## config.mk

```make
export PLATFORM = sky130hd
export DESIGN_NAME = flash_sr_bit_updater
export DESIGN_NICKNAME = d
export VERILOG_FILES = /design/src/rtl/flsr_pkg.sv /design/src/rtl/flsr_payload.sv /design/src/rtl/flsr_poll_ctl.sv /design/src/rtl/flash_sr_bit_updater.sv
export SDC_FILE = /design/constraint.sdc
export NUM_CORES = 1
export LEC_CHECK = 0
export BUFFER_PORTS_ARGS = -buffer_cell sky130_fd_sc_hd__buf_2
export CAP_MARGIN = 30
export CORE_MARGIN = 2
export CORE_UTILIZATION = 40
export DETAILED_ROUTE_END_ITERATION = 8
export GPL_ROUTABILITY_DRIVEN = 0
export MAX_ROUTING_LAYER = met4
export SYNTH_ARGS = -nofsm -noshare
export SYNTH_HDL_FRONTEND = slang
export SYNTH_SLANG_ARGS = --single-unit
```

## constraint.sdc

```tcl
create_clock -name clk -period 2.7 [get_ports clk]
set_input_delay 0.54 -clock clk [delete_from_list [all_inputs] [get_ports clk]]
set_output_delay 0.54 -clock clk [all_outputs]
set_load 0.02 [all_outputs]
```

## src/rtl/flsr_pkg.sv

```systemverilog
package flsr_pkg;

    localparam int IDX_W = 5;
    localparam int REG_W = 2;
    localparam int BIT_W = 3;

    localparam logic [7:0] OP_WREN  = 8'h06;
    localparam logic [7:0] OP_RDSR0 = 8'h05;
    localparam logic [7:0] OP_RDSR1 = 8'h35;
    localparam logic [7:0] OP_RDSR2 = 8'h15;
    localparam logic [7:0] OP_WRSR0 = 8'h01;
    localparam logic [7:0] OP_WRSR1 = 8'h31;
    localparam logic [7:0] OP_WRSR2 = 8'h11;

    typedef enum logic [1:0] {
        FLSR_OK       = 2'd0,
        FLSR_XFER     = 2'd1,
        FLSR_BUSY_TMO = 2'd2,
        FLSR_PARAM    = 2'd3
    } flsr_status_e;

    typedef enum logic [1:0] {
        WS_SINGLE    = 2'd0,
        WS_PAIR_NEXT = 2'd1,
        WS_PAIR_HIGH = 2'd2,
        WS_RSVD      = 2'd3
    } wr_style_e;

    typedef enum logic [2:0] {
        ST_IDLE,
        ST_RD_TGT,
        ST_RD_PART,
        ST_WREN,
        ST_WRITE,
        ST_POLL,
        ST_GAP
    } seq_state_e;

    typedef struct packed {
        logic [7:0]  op;
        logic        rd;
        logic [1:0]  nbytes;
        logic [15:0] wdata;
    } flash_cmd_t;

    function automatic logic [7:0] rd_opcode(logic [REG_W-1:0] r);
        case (r)
            2'd0:    return OP_RDSR0;
            2'd1:    return OP_RDSR1;
            default: return OP_RDSR2;
        endcase
    endfunction

    function automatic logic [7:0] wr_opcode(logic [REG_W-1:0] r);
        case (r)
            2'd0:    return OP_WRSR0;
            2'd1:    return OP_WRSR1;
            default: return OP_WRSR2;
        endcase
    endfunction

    function automatic logic [REG_W-1:0] partner_reg(wr_style_e s, logic [REG_W-1:0] r);
        if (r != 2'd0)
            return 2'd0;
        return (s == WS_PAIR_NEXT) ? 2'd1 : 2'd2;
    endfunction

    function automatic logic req_legal(logic [1:0] s, logic [REG_W-1:0] r);
        return (s != 2'd3) && (r != 2'd3) && !((s != 2'd0) && (r == 2'd2));
    endfunction

endpackage

```

## src/rtl/flsr_payload.sv

```systemverilog
module flsr_payload
    import flsr_pkg::*;
(
    input  wr_style_e        style,
    input  logic [REG_W-1:0] reg_sel,
    input  logic [7:0]       new_val,
    input  logic [7:0]       part_val,
    output flash_cmd_t       wr_cmd
);

    always_comb begin
        wr_cmd    = '0;
        wr_cmd.rd = 1'b0;
        if (style == WS_SINGLE) begin
            wr_cmd.op     = wr_opcode(reg_sel);
            wr_cmd.nbytes = 2'd1;
            wr_cmd.wdata  = {new_val, 8'h00};
        end else begin
            wr_cmd.op     = OP_WRSR0;
            wr_cmd.nbytes = 2'd2;
            wr_cmd.wdata  = (reg_sel == 2'd0) ? {new_val, part_val} : {part_val, new_val};
        end
    end

endmodule

```

## src/rtl/flsr_poll_ctl.sv

```systemverilog
module flsr_poll_ctl #(
    parameter int POLL_LIMIT = 10000,
    parameter int POLL_GAP   = 250
) (
    input  logic clk,
    input  logic rst,
    input  logic clr,
    input  logic busy_seen,
    output logic last_poll,
    output logic gap_done
);

    localparam int CNT_W = $clog2(POLL_LIMIT + 1);
    localparam int GAP_W = $clog2(POLL_GAP + 1);

    logic [CNT_W-1:0] poll_cnt;
    logic [GAP_W-1:0] gap_cnt;

    always_ff @(posedge clk) begin
        if (rst || clr) begin
            poll_cnt <= '0;
            gap_cnt  <= '0;
        end else if (busy_seen) begin
            poll_cnt <= poll_cnt + 1'b1;
            gap_cnt  <= GAP_W'(POLL_GAP);
        end else if (gap_cnt != '0) begin
            gap_cnt  <= gap_cnt - 1'b1;
        end
    end

    assign last_poll = (poll_cnt == CNT_W'(POLL_LIMIT - 1));
    assign gap_done  = (gap_cnt == '0);

    AST_POLL_CNT_BOUND: assert property (@(posedge clk) disable iff (rst)
        poll_cnt < CNT_W'(POLL_LIMIT));

    AST_GAP_RELOAD: assert property (@(posedge clk) disable iff (rst)
        busy_seen |=> !gap_done);

endmodule

```

## src/rtl/flash_sr_bit_updater.sv

```systemverilog
module flash_sr_bit_updater
    import flsr_pkg::*;
#(
    parameter int POLL_LIMIT = 10000,
    parameter int POLL_GAP   = 250
) (
    input  logic        clk,
    input  logic        rst,
    input  logic        req_start,
    input  logic        req_set,
    input  logic [4:0]  req_index,
    input  logic [1:0]  req_style,
    output logic        rsp_done,
    output logic [1:0]  rsp_err,
    output logic        cmd_valid,
    output logic [7:0]  cmd_op,
    output logic        cmd_rd,
    output logic [1:0]  cmd_nbytes,
    output logic [15:0] cmd_wdata,
    input  logic        cmd_ack,
    input  logic        cmd_fail,
    input  logic [7:0]  cmd_rdata
);

    seq_state_e       state;
    logic [REG_W-1:0] reg_q;
    logic [BIT_W-1:0] bit_q;
    logic             set_q;
    wr_style_e        style_q;
    logic [7:0]       cur_q;
    logic [7:0]       part_q;
    logic [7:0]       new_val;
    flsr_status_e     err_q;
    logic             done_q;
    flash_cmd_t       wr_cmd;
    flash_cmd_t       cur_cmd;
    logic             ack_ok;
    logic             ack_bad;
    logic             poll_clr;
    logic             busy_seen;
    logic             last_poll;
    logic             gap_done;

    always_comb begin
        new_val        = cur_q;
        new_val[bit_q] = set_q;
    end

    flsr_payload u_payload (
        .style    (style_q),
        .reg_sel  (reg_q),
        .new_val  (new_val),
        .part_val (part_q),
        .wr_cmd   (wr_cmd)
    );

    always_comb begin
        cur_cmd = '0;
        case (state)
            ST_RD_TGT: begin
                cur_cmd.op = rd_opcode(reg_q);
                cur_cmd.rd = 1'b1;
            end
            ST_RD_PART: begin
                cur_cmd.op = rd_opcode(partner_reg(style_q, reg_q));
                cur_cmd.rd = 1'b1;
            end
            ST_WREN:  cur_cmd.op = OP_WREN;
            ST_WRITE: cur_cmd    = wr_cmd;
            ST_POLL: begin
                cur_cmd.op = OP_RDSR0;
                cur_cmd.rd = 1'b1;
            end
            default:  cur_cmd = '0;
        endcase
    end

    assign cmd_valid  = (state != ST_IDLE) && (state != ST_GAP);
    assign cmd_op     = cur_cmd.op;
    assign cmd_rd     = cur_cmd.rd;
    assign cmd_nbytes = cur_cmd.nbytes;
    assign cmd_wdata  = cur_cmd.wdata;

    assign ack_ok    = cmd_valid && cmd_ack && !cmd_fail;
    assign ack_bad   = cmd_valid && cmd_ack && cmd_fail;
    assign poll_clr  = (state == ST_WRITE) && ack_ok;
    assign busy_seen = (state == ST_POLL) && ack_ok && cmd_rdata[0] && !last_poll;

    flsr_poll_ctl #(
        .POLL_LIMIT (POLL_LIMIT),
        .POLL_GAP   (POLL_GAP)
    ) u_poll (
        .clk       (clk),
        .rst       (rst),
        .clr       (poll_clr),
        .busy_seen (busy_seen),
        .last_poll (last_poll),
        .gap_done  (gap_done)
    );

    always_ff @(posedge clk) begin
        if (rst) begin
            state   <= ST_IDLE;
            reg_q   <= '0;
            bit_q   <= '0;
            set_q   <= 1'b0;
            style_q <= WS_SINGLE;
            cur_q   <= '0;
            part_q  <= '0;
            done_q  <= 1'b0;
            err_q   <= FLSR_OK;
        end else begin
            done_q <= 1'b0;
            if (state == ST_IDLE) begin
                if (req_start) begin
                    reg_q   <= req_index[4:3];
                    bit_q   <= req_index[2:0];
                    set_q   <= req_set;
                    style_q <= wr_style_e'(req_style);
                    if (!req_legal(req_style, req_index[4:3])) begin
                        done_q <= 1'b1;
                        err_q  <= FLSR_PARAM;
                    end else begin
                        state <= ST_RD_TGT;
                    end
                end
            end else if (ack_bad) begin
                done_q <= 1'b1;
                err_q  <= FLSR_XFER;
                state  <= ST_IDLE;
            end else begin
                case (state)
                    ST_RD_TGT: if (ack_ok) begin
                        cur_q <= cmd_rdata;
                        if (cmd_rdata[bit_q] == set_q) begin
                            done_q <= 1'b1;
                            err_q  <= FLSR_OK;
                            state  <= ST_IDLE;
                        end else begin
                            state <= (style_q == WS_SINGLE) ? ST_WREN : ST_RD_PART;
                        end
                    end
                    ST_RD_PART: if (ack_ok) begin
                        part_q <= cmd_rdata;
                        state  <= ST_WREN;
                    end
                    ST_WREN:  if (ack_ok) state <= ST_WRITE;
                    ST_WRITE: if (ack_ok) state <= ST_POLL;
                    ST_POLL: if (ack_ok) begin
                        if (!cmd_rdata[0]) begin
                            done_q <= 1'b1;
                            err_q  <= FLSR_OK;
                            state  <= ST_IDLE;
                        end else if (last_poll) begin
                            done_q <= 1'b1;
                            err_q  <= FLSR_BUSY_TMO;
                            state  <= ST_IDLE;
                        end else begin
                            state <= ST_GAP;
                        end
                    end
                    ST_GAP: if (gap_done) state <= ST_POLL;
                    default: state <= ST_IDLE;
                endcase
            end
        end
    end

    assign rsp_done = done_q;
    assign rsp_err  = err_q;

    AST_DONE_PULSE: assert property (@(posedge clk) disable iff (rst)
        rsp_done |=> !rsp_done);

    AST_WREN_BEFORE_WRITE: assert property (@(posedge clk) disable iff (rst)
        $rose(cmd_valid && (cmd_nbytes != 2'd0)) |-> ($past(cmd_op) == OP_WREN));

    AST_FAULT_ENDS: assert property (@(posedge clk) disable iff (rst)
        (cmd_valid && cmd_ack && cmd_fail) |=> (rsp_done && rsp_err == FLSR_XFER && !cmd_valid));

    AST_PARAM_QUIET: assert property (@(posedge clk) disable iff (rst)
        (rsp_done && rsp_err == FLSR_PARAM) |-> !$past(cmd_valid));

    AST_TMO_AFTER_POLL: assert property (@(posedge clk) disable iff (rst)
        (rsp_done && rsp_err == FLSR_BUSY_TMO) |-> ($past(cmd_op) == OP_RDSR0 && $past(cmd_ack)));

    AST_HOLD_CMD: assert property (@(posedge clk) disable iff (rst)
        (cmd_valid && !cmd_ack) |=> (cmd_valid && $stable(cmd_op)));

endmodule

```

# After elaboration in Yosys (flattened, before gate mapping)
# Cells that the tools add are included.
word_totals:
  ff_bits: 52
  inputBits: 21
  out_inout_bits: 31
  elab_cells: 135
op_classes:
  addsub: 2
  order_cmp: 2
  eq_ne: 26
  n_mux: 57
  bitwise_logic: 2
  n_reduce_logical: 34
op_table:
  columns: ["op", "count"]
  rows:
  - ["one-hot mux 8 bit (5 select lines)", 1]
  - ["two-way mux 18 bit", 2]
  - ["two-way mux 3 bit", 12]
  - ["one-hot mux 6 bit (2 select lines)", 3]
  - ["two-way mux 2 bit", 14]
  - ["inequality test 4 bit (second input constant)", 5]
  - ["one-hot mux 3 bit (6 select lines)", 1]
  - ["two-way mux 16 bit", 1]
  - ["two-way mux 8 bit", 2]
  - ["two-way mux 1 bit", 15]
  - ["adder 14 x 1 -> 14 bit (second input constant)", 1]
  - ["equality test 14 bit (second input constant)", 1]
  - ["logical AND 1 bit", 12]
  - ["equality test 3 bit (second input constant)", 3]
  - ["bitwise mux 8 bit", 1]
  - ["zero test 8 bit", 1]
  - ["inequality test 2 bit (second input constant)", 4]
  - ["inequality test 4 x 3 -> 1 bit (second input constant)", 2]
  - ["AND reduction 4 bit", 2]
  - ["AND reduction 8 bit", 1]
  - ["nonzero test 8 bit", 1]
  - ["subtractor 8 x 1 -> 8 bit (second input constant)", 1]
  - ["AND reduction 7 bit", 1]
  - ["equality test 2 x 1 -> 1 bit (second input constant)", 3]
  - ["other kinds (25)", 33]

# Longest topological paths before layout
# Gate-level depths: netlist (run 1).
logic_depth:
  depth_word: 8
  mapped_depth: 8
  mapped_depth_nobuf: 8

# Modules after synthesis
# From an unflattened synthesis (run 1), not the netlist that was laid out.
hier_totals:
  hier_cells: 419
  area_unflattened_um2: 3319.4
by_module_without_submodules:
  columns: ["mod", "n_inst", "cells_per_inst", "area_each_um2"]
  rows:
  - ["flash_sr_bit_updater", 1, 242, 1848.0]
  - ["flsr_poll_ctl", 1, 126, 1094.8]
  - ["flsr_payload", 1, 51, 376.6]

# Least setup slack after synthesis (run 1)
# No wires, ideal clock.
synth_timing:
  path_type: "register to output"
  start: "register state[0]"
  end: "output port cmd_op[4]"
  t_arrival_ns: 2.085
  slack_ns: 0.075
  path_stages_with_launch: 9
  n_path_buf: 2
  cell_sequence: "dfxtp_1 clkbuf_1 clkbuf_1 nor2_1 nand2_1 nor3_1 nand2b_1 a21oi_1 nor2_1"
synth_between:
  elab_chain_len: 2
  word_cells_on_any_way: 6
synth_rtl:
  columns: ["item", "line_no", "source"]
  rows:
  - ["start: declaration", "flash_sr_bit_updater.sv:25", "seq_state_e state;"]
  - ["start signal: assignment", "flash_sr_bit_updater.sv:140", "state <= (style_q == WS_SINGLE) ? ST_WREN : ST_RD_PART;"]
  - ["equality test 3 bit (tied with other cells)", "flash_sr_bit_updater.sv:59", "case (state)"]
  - ["one-hot mux 8 bit (5 select lines) (*)", "flash_sr_bit_updater.sv:59", null]
  - ["end: declaration", "flash_sr_bit_updater.sv:16", "output logic [7:0] cmd_op,"]
# Every way passes the cells marked *; elsewhere a longest branch is shown, timed or not.

# Worst setup path in the final report (run 1)
layout_timing:
  start: "register bit_q[0]"
  end: "register state[0]"
layout_between:
  elab_chain_len: 8
layout_rtl:
  columns: ["item", "line_no", "source"]
  rows:
  - ["start: declaration", "flash_sr_bit_updater.sv:27", "logic [BIT_W-1:0] bit_q;"]
  - ["start signal: assignment", "flash_sr_bit_updater.sv:117", "bit_q <= req_index[2:0];"]
  - ["binary-select mux 1 bit (select 3 bit)", "flash_sr_bit_updater.sv:135", "if (cmd_rdata[bit_q] == set_q) begin"]
  - ["two-way mux 1 bit (implied by the code)", "flash_sr_bit_updater.sv:135", null]
  - ["equality test 1 bit", "flash_sr_bit_updater.sv:135", null]
  - ["two-way mux 2 bit", "flash_sr_bit_updater.sv:135", null]
  - ["two-way mux 3 bit", "flash_sr_bit_updater.sv:133", "ST_RD_TGT: if (ack_ok) begin"]
  - ["one-hot mux 3 bit (6 select lines)", "flash_sr_bit_updater.sv:132", "case (state)"]
  - ["two-way mux 3 bit", "flash_sr_bit_updater.sv:127", "end else if (ack_bad) begin"]
  - ["two-way mux 3 bit", "flash_sr_bit_updater.sv:114", "if (state == ST_IDLE) begin"]
# No other way between the ends. The select of a mux whose other input is x is not followed.
# A chain may end at the register's enable or synchronous reset.

==> results of run 1 <==
==> flip-flops by register name (all words and copies together) (netlist names) <==
name	flops
set_q	1
style_q	2
bit_q	3
rsp_done	1
u_poll.poll_cnt	14
part_q	8
rsp_err	2
cur_q	8
u_poll.gap_cnt	8
state	3
reg_q	2
==> synthesized netlist by cell type (2+ instances only) <==
cell / n
ha_1: 5
inv_1: 10
nor2b_1: 2
a31oi_1: 2
nor4_1: 3
o21ai_1: 3
o21ai_0: 7
o41ai_1: 2
nand2_1: 39
or4b_1: 2
nand2b_1: 2
or4_1: 3
a211oi_1: 17
o21bai_1: 2
nor2_1: 59
mux2i_1: 24
and2_1: 3
clkbuf_1: 16
nand3b_1: 2
and3_1: 4
dfxtp_1: 52
nand4_1: 2
nor3b_1: 2
nand3_1: 4
or3_1: 8
nor3_1: 15
or2_1: 2
a21oi_1: 28
xor2_1: 4
buf_2: 2
buf_4: 3
xnor2_1: 15
==> through the flow <==
step,instance area (um^2),setup WS (ps),power [mW]
global placement,3330,239,1.41
global route,3430,31.5,2.01
floorplan,2980,74.6,1.29
finish,3430,211,1.89
CTS,3420,114,1.91
detailed placement,3330,232,1.42
==> layer usage <==
| layer | GRT usage (%) | vias up | wire length, um |
|---|---|---|---|
| met5 | - | - | 0 |
| met3 | 3.44 | 9 | 346 |
| met1 | 23.8 | 1303 | 3400 |
| met4 | 5.13 | 0 | 77 |
| met2 | 31.0 | 78 | 3310 |
| li1 | - | 1393 | - |
==> worst reg2reg max path, delay by kind of cell (launching register included) <==
family / cells / cell delay, ps
and+or+nand+nor: 1 / 310
muxes: 3 / 1080
AOI/OAI and AO/OA: 2 / 460
DFF: 1 / 580
==> cell type report <==
| type | count | area share (%) |
|---|---|---|
| Sequential cell | 52 | 30.4 |
| Timing Repair Buffer | 60 | 9.64 |
| Inverter | 11 | 1.21 |
| Multi-Input combinational cell | 288 | 52.3 |
| Tap cell | 99 | 3.62 |
| Clock buffer | 5 | 2.01 |
| Clock inverter | 3 | 0.804 |
==> cell families after synthesis <==
kind of cell,Yosys count
AOI/OAI and AO/OA,72
DFF,52
muxes,29
other,1
and+or+nand+nor,160
adders and majority gates,5
xor gates and xnor gates,19
buffers and inverters,34
==> where the power goes <==
part / leakage, nW / total [mW] / internal (mW) / switching [mW]
sequential: 0.423 / 0.903 / 0.832 / 0.0708
clock: 0.0463 / 0.487 / 0.191 / 0.296
combinational: 0.866 / 0.503 / 0.240 / 0.263
total: 1.33 / 1.89 / 1.26 / 0.630
==> path summary, 6_finish.rpt <==
| kind | cells past startpoint | end | start | slack, ps |
|---|---|---|---|---|
| setup / recovery | 6 | state[0]$_SDFFE_PP0P_ | bit_q[0]$_SDFFE_PP0P_ | 210 |
| hold / removal | 3 | set_q$_SDFFE_PP0P_ | req_set | 460 |
| setup reg to reg | 6 | state[0]$_SDFFE_PP0P_ | bit_q[0]$_SDFFE_PP0P_ | 210 |
| hold reg to reg | 2 | reg_q[1]$_SDFFE_PP0P_ | reg_q[1]$_SDFFE_PP0P_ | 480 |
==> repair_timing <==
item                                   in CTS  in global routing
endpoints found under the hold margin       0                  0
hold buffers                                0                  0
resized for setup                           0                  1
setup endpoints to repair                   0                  1
==> metrics.txt, run 1 <==
yosys warns=0; post-route ant nets=0; Clock Skews=13.1 ps; pwr/cell area=552 nW/um^2; Max rail drop VDD=0.000205 V; Max Clk Rate=402 MHz; fin crit period=2490 ps; Post-Syn Instances=372; core box area=7210 um^2; n_diodes=0; most frequent cells in the layout=nor2_1 (59), dfxtp_1 (51), buf_2 (48), nand2_1 (39), a21oi_1 (28); Post-Syn Area=2980 um^2; Synth cell types=60; Worst setup EP type=register; post-synthesis xor/xnor area fraction=5.59%; placed cells=510; Compound-Gate Fraction of Synth Area=15.2%; top cells by area, synth=dfxtp_1 (35%), mux2i_1 (8.1%), nor2_1 (7.4%), nand2_1 (4.9%), a21oi_1 (4.7%); antenna violations before repair=0; WS Path Type=reg2reg; Worst path max stage delay=610 ps; critical path cell sequence=mux4_1 > mux2_4 > mux2i_2 > or3_1 > a221o_1 > a21oi_1; Final Slew Violations=0; fill count=753; area leader, netlist=dfxtp_1; synth-to-layout area growth=15.1%; Pleak=1.33 nW; crit path max fanout=11; area of the multi-input gates=1790 um^2; port bufs=48; share of layout cells above drive strength 1=17.9%; Post-synth EDFFs=0; CTS Sinks=52; # setup viols final=0; Hold Worst Slack=463 ps; CTS tree=yes; Starting Density=41.2%; total number of vias=2,783; reported max-cap violation count=0; share of the synthesized area in the top cell type=35.0%; Final Hold Violating Endpoints=0; clock latency on the worst-skew pair=320 ps; area share of fa/ha/maj cells after synthesis=2.10%; WL per Instance=13.8 um; CTS H-Tree Depth=2; post-synthesis mux area share=11.1%; die height=90.2 um; FFs w/ async S/R, synth=0%; routed wire length=7.13 mm; fin cells=518; first-pass GRT wire length=12.6 mm; Post-Synth Simple-Gate Area=25.9%; Required @ worst endpoint=2950 ps; final setup TNS=0 ps; post-CTS setup buffers=0; Core Rows=31; CTS Root Cell=clkbuf_8; Syn Area/Cell=8.00 um^2; number of DRC markers in iteration 0=157; Post-DP HPWL=5.09 mm; Final Cycle Share=92.2%; most common cell after layout, fill and taps aside=nor2_1; Slowest-stage cell, CP=mux4_1; Most used DFF post-synth=dfxtp_1; main combinational cell family by area after synthesis=simple AND/OR/NAND/NOR gates; gate family responsible for the most delay along the worst path=multiplexers; Clock transition at path regs=110 ps; pin slew with the least headroom to its limit=609 ps; unrepaired setup endpoints after global routing=false; Max-Slew Margin vs Limit=59.4%; drt drc=0; total gr overflow=0; Worst setup SP type=register; Layout Nets=444; total die area=8140 um^2; Worst Path Arrival=2740 ps; Max clock buf depth=2; Pre-Repair DR Iteration Count=4; post-route core utilization=47.5%; die outline width=90.2 um; Via density=5.37; clock buffer count from CTS=5; register area=1040 um^2; All-Layer GR Usage=18.8%; worst path buffer plus inverter count=0; Seq cells post-synth=52; Seq/Total Area, Yosys=35.0%; I/O pin count=52; largest net degree at the start of global routing=33; vias in the first global route=2,735; Hold Path Class=in2reg; status=finished, final reports clean
No activity file was read; power rests on OpenSTA's default activity.
==> run 2: changes to the inputs <==
--- a/config.mk
+++ b/config.mk
@@ -7,6 +7,7 @@
 export LEC_CHECK = 0
 export BUFFER_PORTS_ARGS = -buffer_cell sky130_fd_sc_hd__buf_2
 export CAP_MARGIN = 30
+export CORE_ASPECT_RATIO = 1.25
 export CORE_MARGIN = 2
 export CORE_UTILIZATION = 40
 export DETAILED_ROUTE_END_ITERATION = 8
==> metrics.txt, run 2 (synthesis gave the netlist of run 1 again) <==
switching part of the total=31.1%; hold wc startpoint=req_index[1]; antenna violations before repair=0; Post-DP HPWL=5.23 mm; Via density=5.37; most common cell after layout, fill and taps aside=nor2_1; total gr overflow=0; Starting Density=40.7%; number of DRC markers in iteration 0=239; hold-critical path endpoint=bit_q[1]$_SDFFE_PP0P_; die outline width=81.1 um; status=finished, final reports clean; routed wire length=7.33 mm; CTS tree=yes; post-route ant nets=0; Core Rows=35; Layout Nets=444; Clock Skews=10.1 ps; share of layout cells above drive strength 1=17.9%; largest net degree at the start of global routing=33; vias in the first global route=2,699; Max-Slew Margin vs Limit=32.2%; clock buffer count from CTS=5; WL per Instance=14.3 um; clock power share=28.4%; unrepaired setup endpoints after global routing=false; Worst setup SP type=register; Final Cycle Share=90.1%; pin slew with the least headroom to its limit=1000 ps; Hold Path Class=in2reg; drt drc=0; WS Path Type=reg2out; Max rail drop VDD=0.000371 V; synth-to-layout area growth=15.4%; die height=100 um; reported max-cap violation count=0; Clock transition at path regs=100 ps; total die area=8150 um^2; r2r setup slk=300 ps; combinational share of power=25.6%; first-pass GRT wire length=12.5 mm; CTS Sinks=52; crit path max fanout=16; pwr/cell area=570 nW/um^2; largest register by flop count=u_poll.poll_cnt; switching power=608 uW; reg2reg end=state[0]$_SDFFE_PP0P_; placed cells=503; Required @ worst endpoint=2160 ps; # setup viols final=0; I/O pin count=52; Largest register FFs=14; Max Clk Rate=411 MHz; fin cells=511; post-CTS setup buffers=0; Final Slew Violations=0; Sequential Power Share=46.0%; Reg2Reg Launch Point=bit_q[0]$_SDFFE_PP0P_; Max clock buf depth=2; fin crit period=2430 ps; n_diodes=0; Hold Worst Slack=454 ps; Hold Path Cell Cnt=3; Pre-Repair DR Iteration Count=4; internal power=1.35 mW; total number of vias=2,746; Worst setup EP type=primary output; CTS H-Tree Depth=2; final setup TNS=0 ps; Reg2Reg Depth=6; core box area=7310 um^2; Pleak=1.35 nW; port bufs=48; most frequent cells in the layout=nor2_1 (59), dfxtp_1 (50), buf_2 (48), nand2_1 (39), a21oi_1 (28); Final Hold Violating Endpoints=0; Worst Path Arrival=1890 ps; CTS Root Cell=clkbuf_8; All-Layer GR Usage=19.8%; clock latency on the worst-skew pair=310 ps; total chip power=1.96 mW
## run 2: cell type report
| cell class | instances | area [um^2] |
|---|---|---|
| sequential | 52 | 1040 |
| clock buffer | 6 | 72.6 |
| timing repair buffer | 60 | 330 |
| clock inverter | 2 | 38.8 |
| inverter | 11 | 41.3 |
| fill | 724 | 3880 |
| tap | 92 | 115 |
| multi-input combinational | 288 | 1790 |
## run 2: worst max path at each step
stage,start,end,slack [ps],cells after the start
floorplan,state[0]$_SDFFE_PP0P_,cmd_op[4],70,8
global placement,cmd_rdata[0],state[0]$_SDFFE_PP0P_,240,7
detailed placement,cmd_rdata[0],state[0]$_SDFFE_PP0P_,220,7
CTS,state[1]$_SDFFE_PP0P_,cmd_op[5],110,7
global route,state[0]$_SDFFE_PP0P_,cmd_op[5],20,4
finish,state[0]$_SDFFE_PP0P_,cmd_op[5],270,4
## run 2: layer usage
layer  vias to the layer above  track usage, %  share of wire, %
met3                         8            2.88               3.8
met4                         0            5.74               1.2
li1                       1400               -                 -
met1                      1269            23.3                46
met2                        69            34.6                49
met5                         -               -                 0
## run 2: power groups by stage
stage / combinational, mW / sequential [mW] / clock [mW]
2_1_floorplan: 0.395 / 0.896 / 0
3_3_place_gp: 0.494 / 0.918 / 0
3_5_place_dp: 0.503 / 0.919 / 0
4_1_cts: 0.507 / 0.901 / 0.570
5_1_grt: 0.568 / 0.914 / 0.591
6_report: 0.502 / 0.901 / 0.555
## run 2: critical path: stages (launching register included)
cell,delay (ps)
dfxtp_1,640
nor3b_1,480
a21oi_1,140
nor3_1,140
buf_2,190
## run 2: per-stage QoR
| stage | util, % | cell area (um^2) | setup WS, ps |
|---|---|---|---|
| CTS | 46.9 | 3430 | 106 |
| floorplan | - | 2980 | 74.6 |
| finish | 46.9 | 3430 | 268 |
| detailed placement | 45.4 | 3320 | 220 |
| global route | 46.9 | 3430 | 17.5 |
| global placement | 45.4 | 3320 | 245 |
## run 2: timing repair
| item | in CTS | in global routing |
|---|---|---|
| resized for setup | 0 | 2 |
| setup endpoints to repair | 0 | 1 |
| hold buffers | 0 | 0 |
==> run 3: changes to the inputs <==
--- a/config.mk
+++ b/config.mk
@@ -7,7 +7,7 @@
 export LEC_CHECK = 0
 export BUFFER_PORTS_ARGS = -buffer_cell sky130_fd_sc_hd__buf_2
 export CAP_MARGIN = 30
-export CORE_ASPECT_RATIO = 1.25
+export CORE_ASPECT_RATIO = 1.5
 export CORE_MARGIN = 2
 export CORE_UTILIZATION = 40
 export DETAILED_ROUTE_END_ITERATION = 8
==> metrics.txt, run 3 (synthesis gave the netlist of run 1 again) <==
crit path max fanout=10; total die area=8160 um^2; Required @ worst endpoint=2160 ps; post-CTS setup buffers=0; area of the multi-input gates=1790 um^2; Max clock buf depth=2; first-pass GRT wire length=12.6 mm; I/O pin count=52; die height=110 um; reported max-cap violation count=0; WS Path Type=reg2out; Hold Path Class=in2reg; CTS Sinks=52; Worst Slack Setup Final=218 ps; Final Hold Violating Endpoints=0; total chip power=1.87 mW; fin crit period=2480 ps; cts hold-fix bufs=0; Layout Nets=448; status=finished, final reports clean; largest net degree at the start of global routing=23; Reg2Reg Depth=6; WL per Instance=14.7 um; Final Slew Violations=0; most common cell after layout, fill and taps aside=nor2_1; Clock Skews=3.92 ps; Hold Path Cell Cnt=3; CTS Root Cell=clkbuf_8; pwr/cell area=541 nW/um^2; hold-critical path endpoint=bit_q[1]$_SDFFE_PP0P_; unrepaired setup endpoints after global routing=false; total number of vias=2,746; Max Clk Rate=403 MHz; Max rail drop VDD=0.000251 V; Clock transition at path regs=90 ps; Final Cycle Share=91.9%; most frequent cells in the layout=nor2_1 (59), dfxtp_1 (50), buf_2 (48), nand2_1 (39), a21oi_1 (28); clock latency on the worst-skew pair=310 ps; total gr overflow=0; Via density=5.25; CTS tree=yes; n_diodes=0; r2r setup slk=350 ps; post-route ant nets=0; # setup viols final=0; port bufs=48; fill count=758; Pleak=1.35 nW; All-Layer GR Usage=20.6%; final setup TNS=0 ps; reg2reg end=state[0]$_SDFFE_PP0P_; share of layout cells above drive strength 1=18.4%; number of DRC markers in iteration 0=108; Pre-Repair DR Iteration Count=4; hold wc startpoint=req_index[1]; largest register by flop count=u_poll.poll_cnt; vias in the first global route=2,676; pre-CTS setup slack=248 ps; Largest register FFs=14; Core Rows=38; routed wire length=7.67 mm; core box area=7230 um^2; die outline width=74.4 um; drt drc=0; Worst setup EP type=primary output; synth-to-layout area growth=16.0%; Worst setup SP type=register; register area=1040 um^2; Reg2Reg Launch Point=bit_q[0]$_SDFFE_PP0P_; CTS H-Tree Depth=2; Starting Density=41.2%; clock buffer count from CTS=5; Worst Path Arrival=1940 ps; Post-DP HPWL=5.83 mm; antenna violations before repair=0
-- run 3: changes by cell type in the layout (fill, tap and decap cells not counted) --
cell and change:
inv_6 -1, clkbuf_1 +1, bufinv_16 -1, clkbuf_8 +1, buf_4 +4
-- run 3: routing by layer --
metal / vias to the layer above / GRT usage, % / wire length, um
met4: 0 / 8.16 / 202
met5: - / - / 0
met3: 16 / 3.67 / 225
met2: 56 / 37.7 / 4210
met1: 1273 / 21.3 / 3040
li1: 1401 / - / -
-- run 3: how the worst max path moves through the flow --
stage | startpoint | cells past startpoint | to
6_report | state[1]$_SDFFE_PP0P_ | 7 | cmd_op[5]
3_5_place_dp | cmd_rdata[0] | 7 | state[0]$_SDFFE_PP0P_
3_3_place_gp | cmd_rdata[0] | 7 | state[0]$_SDFFE_PP0P_
2_1_floorplan | state[0]$_SDFFE_PP0P_ | 8 | cmd_op[4]
4_1_cts | state[2]$_SDFFE_PP0P_ | 5 | cmd_op[5]
5_1_grt | state[1]$_SDFFE_PP0P_ | 7 | cmd_op[5]
-- run 3: timing repair --
action | CTS | global route
resized for setup | 0 | 2
endpoints found under the setup margin | 0 | 1
endpoints found under the hold margin | 0 | 0
-- run 3: area by class of cell --
| cell class | instances | share of cell area (%) |
|---|---|---|
| Clock buffer | 8 | 2.61 |
| Inverter | 11 | 1.20 |
| Multi-Input combinational cell | 288 | 51.9 |
| Sequential cell | 52 | 30.2 |
| Tap cell | 100 | 3.62 |
| Timing Repair Buffer | 64 | 10.4 |
-- run 3: critical path: stages, from the launching register on --
cell	delay, ps
dfxtp_1	500
inv_2	160
nor2_1	250
a31oi_1	120
nor3_1	160
a21oi_1	60
nor3_1	190
buf_2	200
-- run 3: power breakdown --
| group | switching [mW] | internal, mW | leakage (nW) | total (mW) |
|---|---|---|---|---|
| combinational | 0.265 | 0.242 | 0.886 | 0.507 |
| sequential | 0.0694 | 0.832 | 0.424 | 0.902 |
| clock | 0.251 | 0.210 | 0.0455 | 0.461 |
| total | 0.586 | 1.28 | 1.35 | 1.87 |
-- run 3: metrics by stage --
stage	hold WS [ps]	util (%)	instance area (um^2)	instances
floorplan	445	-	2980	374
global placement	463	46.5	3360	515
detailed placement	463	46.5	3360	515
CTS	463	47.7	3450	523
global route	471	47.8	3450	523
finish	470	47.8	3450	523
